$ cat config.mk
export PLATFORM = sky130hd
export DESIGN_NAME = jrs_top
export DESIGN_NICKNAME = d
export VERILOG_FILES = /design/src/rtl/jrs_pkg.sv /design/src/rtl/jrs_frame_rx.sv /design/src/rtl/jrs_regfile.sv /design/src/rtl/jrs_readout.sv /design/src/rtl/jrs_top.sv
export SDC_FILE = /design/constraint.sdc
export NUM_CORES = 1
export LEC_CHECK = 0
export BUFFER_PORTS_ARGS = -buffer_cell sky130_fd_sc_hd__buf_2
export CAP_MARGIN = 0
export CORE_MARGIN = 2
export CORE_UTILIZATION = 53
export DETAILED_ROUTE_END_ITERATION = 8
export PLACE_DENSITY = 0.81
export SETUP_SLACK_MARGIN = 0.02
export SLEW_MARGIN = 40
export SYNTH_ARGS = -nofsm -noshare
export SYNTH_HDL_FRONTEND = slang
export SYNTH_SLANG_ARGS = --single-unit
$ cat constraint.sdc
create_clock -name clk -period 5.7 [get_ports clk]
set_clock_uncertainty 0.15 [all_clocks]
set_input_delay 0 -clock clk [delete_from_list [all_inputs] [get_ports clk]]
set_output_delay 0 -clock clk [all_outputs]
set_load 0.05 [all_outputs]
$ cat src/rtl/jrs_pkg.sv
package jrs_pkg;
    localparam int WORD_W  = 32;
    localparam int ADDR_W  = 4;
    localparam int NUM_JOB = 11;
    localparam int WR_LEN  = WORD_W + ADDR_W + 2;
    localparam int RD_LEN  = ADDR_W + 2;
    localparam int CNT_W   = $clog2(WR_LEN + 2);

    localparam logic [ADDR_W-1:0] ADDR_LAUNCH = ADDR_W'(11);
    localparam logic [ADDR_W-1:0] ADDR_CLKCFG = ADDR_W'(13);
    localparam logic [ADDR_W-1:0] ADDR_RESULT = ADDR_W'(14);

    typedef struct packed {
        logic [ADDR_W-1:0] addr;
        logic [WORD_W-1:0] data;
    } wr_req_t;

    function automatic logic ones_odd(input logic [WR_LEN-1:0] bits);
        return ^bits;
    endfunction
endpackage

$ cat src/rtl/jrs_frame_rx.sv
module jrs_frame_rx
    import jrs_pkg::*;
(
    input  logic              clk,
    input  logic              rst,
    input  logic              sel,
    input  logic              capture,
    input  logic              shift,
    input  logic              update,
    input  logic              tdi,
    output logic              wr_valid,
    output wr_req_t           wr,
    output logic              rd_valid,
    output logic [ADDR_W-1:0] rd_addr
);
    logic [WR_LEN-1:0] buf_q;
    logic [CNT_W-1:0]  cnt_q;
    logic              par_ok;

    always_ff @(posedge clk) begin
        if (rst) begin
            buf_q <= '0;
            cnt_q <= '0;
        end else if (sel) begin
            if (capture) begin
                buf_q <= '0;
                cnt_q <= '0;
            end else if (shift) begin
                if (cnt_q < CNT_W'(WR_LEN))
                    buf_q[cnt_q] <= tdi;
                if (cnt_q != '1)
                    cnt_q <= cnt_q + 1'b1;
            end
        end
    end

    // Bits beyond the frame length are held at zero, so the whole buffer gives the parity.
    assign par_ok   = ones_odd(buf_q);
    assign wr.data  = buf_q[WORD_W-1:0];
    assign wr.addr  = buf_q[WORD_W +: ADDR_W];
    assign rd_addr  = buf_q[ADDR_W-1:0];
    assign wr_valid = sel && update && par_ok && (cnt_q == CNT_W'(WR_LEN)) && buf_q[WR_LEN-2];
    assign rd_valid = sel && update && par_ok && (cnt_q == CNT_W'(RD_LEN)) && !buf_q[RD_LEN-2];
endmodule

$ cat src/rtl/jrs_regfile.sv
module jrs_regfile
    import jrs_pkg::*;
#(
    parameter int N_JOB = NUM_JOB
) (
    input  logic                    clk,
    input  logic                    rst,
    input  logic                    wr_valid,
    input  wr_req_t                 wr,
    input  logic [ADDR_W-1:0]       rd_addr,
    input  logic                    res_empty,
    input  logic [WORD_W-1:0]       res_data,
    output logic [WORD_W-1:0]       rd_data,
    output logic [N_JOB*WORD_W-1:0] job_words,
    output logic [WORD_W-1:0]       clk_cfg,
    output logic                    job_start
);
    logic [WORD_W-1:0] job_q [N_JOB];
    logic [WORD_W-1:0] cfg_q;
    logic              start_req_q, start_q;

    for (genvar g = 0; g < N_JOB; g++) begin : g_job
        always_ff @(posedge clk) begin
            if (rst)
                job_q[g] <= '0;
            else if (wr_valid && wr.addr == ADDR_W'(g + 1))
                job_q[g] <= wr.data;
        end
        assign job_words[g*WORD_W +: WORD_W] = job_q[g];
    end

    always_ff @(posedge clk) begin
        if (rst) begin
            cfg_q       <= '0;
            start_req_q <= 1'b0;
            start_q     <= 1'b0;
        end else begin
            if (wr_valid && wr.addr == ADDR_CLKCFG)
                cfg_q <= wr.data;
            start_req_q <= wr_valid && wr.addr == ADDR_LAUNCH;
            start_q     <= start_req_q;
        end
    end

    always_comb begin
        rd_data = '0;
        for (int i = 0; i < N_JOB; i++)
            if (rd_addr == ADDR_W'(i + 1))
                rd_data = job_q[i];
        if (rd_addr == ADDR_CLKCFG)
            rd_data = cfg_q;
        if (rd_addr == ADDR_RESULT)
            rd_data = res_empty ? '1 : res_data;
    end

    assign clk_cfg   = cfg_q;
    assign job_start = start_q;


    a_r6_start_source: assert property (@(posedge clk) disable iff (rst)
        job_start |-> $past(wr_valid && wr.addr == ADDR_LAUNCH, 2));

    a_r2_cfg_written: assert property (@(posedge clk) disable iff (rst)
        (wr_valid && wr.addr == ADDR_CLKCFG) |=> clk_cfg == $past(wr.data));

    a_r8_unmapped_ignored: assert property (@(posedge clk) disable iff (rst)
        (wr_valid && (wr.addr == 4'd0 || wr.addr == 4'd12 || wr.addr == 4'd14 || wr.addr == 4'd15))
        |=> ($stable(clk_cfg) && $stable(job_words)));
endmodule

$ cat src/rtl/jrs_readout.sv
module jrs_readout
    import jrs_pkg::*;
(
    input  logic              clk,
    input  logic              rst,
    input  logic              sel,
    input  logic              capture,
    input  logic              shift,
    input  logic              rd_valid,
    input  logic [ADDR_W-1:0] rd_addr_in,
    input  logic [WORD_W-1:0] rd_data,
    input  logic              res_empty,
    output logic [ADDR_W-1:0] rd_addr,
    output logic              res_pop,
    output logic              tdo
);
    logic              pend_q;
    logic [ADDR_W-1:0] addr_q;
    logic [WORD_W-1:0] out_q;

    always_ff @(posedge clk) begin
        if (rst) begin
            pend_q <= 1'b0;
            addr_q <= '0;
            out_q  <= '0;
        end else if (rd_valid) begin
            pend_q <= 1'b1;
            addr_q <= rd_addr_in;
        end else if (sel && capture) begin
            out_q  <= pend_q ? rd_data : '0;
            pend_q <= 1'b0;
        end else if (sel && shift) begin
            out_q <= out_q >> 1;
        end
    end

    assign rd_addr = addr_q;
    assign res_pop = sel && capture && pend_q && (addr_q == ADDR_RESULT) && !res_empty;
    assign tdo     = out_q[0];


    a_r7_single_pop: assert property (@(posedge clk) disable iff (rst)
        res_pop |=> !res_pop);

    a_r3_serial_order: assert property (@(posedge clk) disable iff (rst)
        (sel && shift && !capture && !rd_valid) |=> tdo == $past(out_q[1]));
endmodule

$ cat src/rtl/jrs_top.sv
module jrs_top
    import jrs_pkg::*;
#(
    parameter int N_JOB = NUM_JOB
) (
    input  logic                    clk,
    input  logic                    rst,
    input  logic                    sel,
    input  logic                    capture,
    input  logic                    shift,
    input  logic                    update,
    input  logic                    tdi,
    output logic                    tdo,
    input  logic                    res_empty,
    input  logic [WORD_W-1:0]       res_data,
    output logic                    res_pop,
    output logic [N_JOB*WORD_W-1:0] job_words,
    output logic [WORD_W-1:0]       clk_cfg,
    output logic                    job_start
);
    wr_req_t           wr;
    logic              wr_valid, rd_valid;
    logic [ADDR_W-1:0] rq_addr, pend_addr;
    logic [WORD_W-1:0] rd_data;

    jrs_frame_rx u_rx (
        .clk(clk), .rst(rst), .sel(sel), .capture(capture), .shift(shift),
        .update(update), .tdi(tdi), .wr_valid(wr_valid), .wr(wr),
        .rd_valid(rd_valid), .rd_addr(rq_addr)
    );

    jrs_regfile #(.N_JOB(N_JOB)) u_rf (
        .clk(clk), .rst(rst), .wr_valid(wr_valid), .wr(wr), .rd_addr(pend_addr),
        .res_empty(res_empty), .res_data(res_data), .rd_data(rd_data),
        .job_words(job_words), .clk_cfg(clk_cfg), .job_start(job_start)
    );

    jrs_readout u_ro (
        .clk(clk), .rst(rst), .sel(sel), .capture(capture), .shift(shift),
        .rd_valid(rd_valid), .rd_addr_in(rq_addr), .rd_data(rd_data),
        .res_empty(res_empty), .rd_addr(pend_addr), .res_pop(res_pop), .tdo(tdo)
    );


    a_r9_deselected_quiet: assert property (@(posedge clk) disable iff (rst)
        !sel |=> ($stable(job_words) && $stable(clk_cfg)));
endmodule

==> results.md <==
- The height of the die is 208.2 um.
- Headroom to the max-slew limit came out at 37.38%.
- The number of vias in the routed layout is 20930.
- Wire segments on met2 add up to 39780 um in the final route.
- The slowest stage of the critical path belongs to the cell a31o_2.
- The post-cts gate resize count is 0.
- Routed signal wires occupy layers up through met5.
- The number of buffers on the longest clock path is 3.
- Sequential cells account for 51.1% of the total power.
- The transition time at the pin with the least slew margin is 939.4 ps.
- The critical path's largest stage delay is 810 ps.
- In this run, synthesis inferred 352 flip-flops with an integrated enable.
- The synthesized design spends more area on one cell type than any other, namely edfxtp_1.
- The most frequent cell on the critical path is xnor2_1.
- The number of clock buffers added by TritonCTS is 45.
- The post-synthesis cell type count is 65.
- The worst register-to-register path begins at u_rx.buf_q[32].
- For this run, the total global-route usage over all layers was measured as 40.92%.
- Counting every net in the synthesized netlist gives 2203.
- The number of endpoints failing setup at the final stage is 0.
- The critical path startpoint is u_rx.buf_q[32].
- The number of antenna violations at the first check in global routing is 5.
- The most used flip-flop cell after synthesis is edfxtp_1.
- The capture instance of the worst register-to-register path is u_rf.job_q[2][27].
- After synthesis the cells add up to 22110 um^2.
- In the final routed layout, each cell accounts on average for 30.05 um.
- The analysis attributes to cell leakage a power of 9.552 nW.
- The max-cap check violation count is 0.
- The run finished with clean final reports.
- In this run, the number of DRC markers left after iteration 0 of detailed routing was 4133.
- Net switching is 27.87% of the power.
- For this configuration, the core starts out at a cell density of 53.90%.
- From synthesis to final layout, the design area changed by 19.34%.
- TritonCTS built the clock tree.
- For the worst-skew pair, the clock arrives at the later sink with an insertion delay of 580 ps.
- The largest driver fanout on the critical path is 21.
- The H-tree generated during clock tree synthesis spans 2 levels.
- In this run the horizontal extent of the chip is 208.2 um.
- The cell area after placement is 24570 um^2.
- The maximum clock frequency is 220.3 MHz.
- The met3 wirelength from detailed routing is 16040 um.
- Synthesis handed over a netlist of 2153 instances.
- The worst setup path is of the register to register kind.
- The count of nets left with antenna violations once routing finished came out at 0.
- The dominant cell by count in the synthesized netlist is nor2_1.
- The post-layout instance area is 26380 um^2.
- The clock root buffer master is clkbuf_16.
- STA classifies the critical path startpoint as a register.
- After layout, the worst path uses 79.63% of the clock period.
- The fraction of registers with async set or reset after synthesis is 0%.
- In the final design database the tool counted 2543 nets.
- The most critical setup path has its endpoint at u_rf.job_q[2][27].
- In the routed layout, each cell is associated on average with a via count of 6.836.
- The number of search-and-repair iterations in the first detailed-routing pass is 7.
- Summed over all failing endpoints, the final setup total negative slack is 0 ps.
- The number of endpoints with negative hold slack in the final report was 0.
- Pin placement for this block handled 427 I/O pins.
- The share of total power dissipated in the clock network is 37.9%.
- The number of filler cells placed in the layout is 3180.
- The number of cells on the worst reg-to-reg path is 10.
- The signal on the critical path passes through inv_1, ha_4, xnor2_1, xnor2_1, xnor2_1, xnor3_2, xnor2_4, nor3b_2, a31o_2, buf_4.
- The count of unresolved DRC violations after routing is 0.
- By count the netlist is led by 381 x nor2_1, 352 x edfxtp_1, 241 x nand2_1, 186 x a21oi_1, 156 x clkbuf_1.
- The HPWL after detailed placement is 60640 um.
- The combinational fraction of design power is 10.9%.
- The smallest clock period supported by the final layout is computed as 4539 ps.
- The worst hold path belongs to the class primary input to register.
- The placement row count is 74.
- The data required time at the worst endpoint is 5810 ps.
- The register-to-register setup slack is 1160 ps.
- The final count of pins violating max slew is 0.
- The maximum resistive drop on vdd is 0.1956 mV.
- The die area is 43360 um^2.
- Global routing finished with a remaining overflow of 0.
- For this design the total switching power over the nets is 2.148 mW.
- The average cell area after synthesis is 10.27 um^2.
- The signal arrival time at the worst endpoint is 4650 ps.
- The count of input and output buffers is 426.
- The detailed router put a total of 29650 um of wire on met1.
- By area the synthesized netlist is led by edfxtp_1 48%, dfxtp_1 10%, nor2_1 6.5%.
- The final layout contains routed wiring with a total length of 91980 um.
- The top-area cell type share of the netlist area is 47.82%.
- The number of synthesized register bits is 467.
- The via count of the first global-routing pass is 19760.
- The global-route wire length before repair is 130900 um.
- The endpoint type of the worst setup path is a register.
- Setup repair after global routing left no endpoint under its margin.
- The core region is 41020 um^2.
- For this design the ratio of total power to cell area is 292.3 nW/um^2.
- The fraction of final layout cells with drive strength greater than 1 is 25.00%.
- After synthesis, flip-flops and latches occupy 58.23% of the total area.
- The internal power is 5.562 mW.
- The clock transition at the registers of the reported paths is 60 ps.
- The clock drives 467 sinks.
- The warning count from the yosys run is 0.
- Entering global routing, the biggest net connects 96 pins.
- Cells fill 64.32% of the core in the end.
- The final weighted congestion of routability-driven global placement is 0.9687.
registers in the layout, indices dropped and copies added (netlist names):
| register | cells |
|---|---|
| u_rf.start_req_q | 1 |
| u_rf.clk_cfg | 32 |
| u_rf.job_q | 352 |
| u_ro.out_q | 32 |
| u_rx.cnt_q | 6 |
| u_ro.rd_addr | 4 |
| u_rx.buf_q | 38 |
| u_rf.job_start | 1 |
| u_ro.pend_q | 1 |
how the worst min path moves through the flow:
stage	cells after the start	startpoint	slack, ps	end
floorplan	2	res_data[31]	110	u_ro.out_q[31]
global placement	3	res_data[31]	240	u_ro.out_q[31]
detailed placement	2	rst	260	u_rf.clk_cfg[22]
CTS	5	res_data[30]	20	u_ro.out_q[30]
global route	5	res_data[14]	100	u_ro.out_q[14]
finish	5	res_data[30]	30	u_ro.out_q[30]
metal layers:
layer | vias up | GRT usage, %
li1 | 8443 | -
met1 | 9764 | 51.38
met2 | 2238 | 60.81
met3 | 475 | 14.93
met4 | 6 | 24.26
met5 | - | 0
area by class of cell:
class                           count  area, um^2  area share, %
Clock buffer                       51        1159          4.392
Sequential cell                   467       12880          48.83
Clock inverter                     31       232.7         0.8821
Timing Repair Buffer              511        2888          10.95
Tap cell                          532       665.6          2.523
Inverter                           13       48.80         0.1850
Antenna cell                        1       2.502       0.009485
Multi-Input combinational cell   1455        8504          32.24
metrics by stage:
step / setup WS (ps) / power (mW) / hold slack [ps] / std cells
6_report: 1161 / 7.710 / 30.20 / 3061
5_1_grt: 1022 / 7.824 / 100.2 / 3060
4_1_cts: 1237 / 7.654 / 18.38 / 3058
3_5_place_dp: 1252 / 4.817 / 262.1 / 2940
3_3_place_gp: 1640 / 4.805 / 240.0 / 2940
2_1_floorplan: 2006 / 4.540 / 108.1 / 2153
worst max-delay path: cells and delay by family, from the launching register on:
kind | cells | cell delay, ps
buffers and inverters | 2 | 540
flip-flops | 1 | 470
AO/OA/AOI/OAI | 1 | 810
adder cells (fa/ha/maj) | 1 | 270
AND/OR/NAND/NOR | 1 | 570
XOR/XNOR | 5 | 1410
cells by family after synthesis:
| group | Yosys count | share of synthesized area, % |
|---|---|---|
| adder cells (fa/ha/maj) | 10 | 0.5660 |
| XOR/XNOR | 36 | 1.641 |
| multiplexers | 64 | 3.113 |
| flip-flops | 467 | 58.23 |
| AND/OR/NAND/NOR | 833 | 16.63 |
| buffers and inverters | 231 | 4.268 |
| AO/OA/AOI/OAI | 512 | 15.55 |
power by group through the flow:
stage	sequential, mW	combinational [mW]	clock (mW)
floorplan	4.41	0.134	0
global placement	4.00	0.809	0
detailed placement	4.00	0.820	0
CTS	3.93	0.839	2.89
global route	3.94	0.866	3.02
finish	3.94	0.843	2.92
layout by cell type (no fill, tap or decap), types with 21 or more instances in the layout:
master         count
mux2_2            25
buf_4             47
a221o_1           21
xnor2_1           27
nand2_1          241
mux2i_1           37
edfxtp_1         352
buf_2            424
nor2_1           379
a22o_1            23
dlygate4sd3_1     37
and3_1            70
a21oi_1          186
o221ai_1          49
dfxtp_1          112
o21ai_0           79
nand2b_1          28
a211oi_1          32
a22oi_1           25
nor2b_1           47
clkbuf_16         45
what timing repair did:
item,4_1_cts,5_1_grt
hold endpoints to repair,78,2
hold buffers,36,1
setup buffers,0,0
Note: power is estimated with default switching activity, not from simulation.
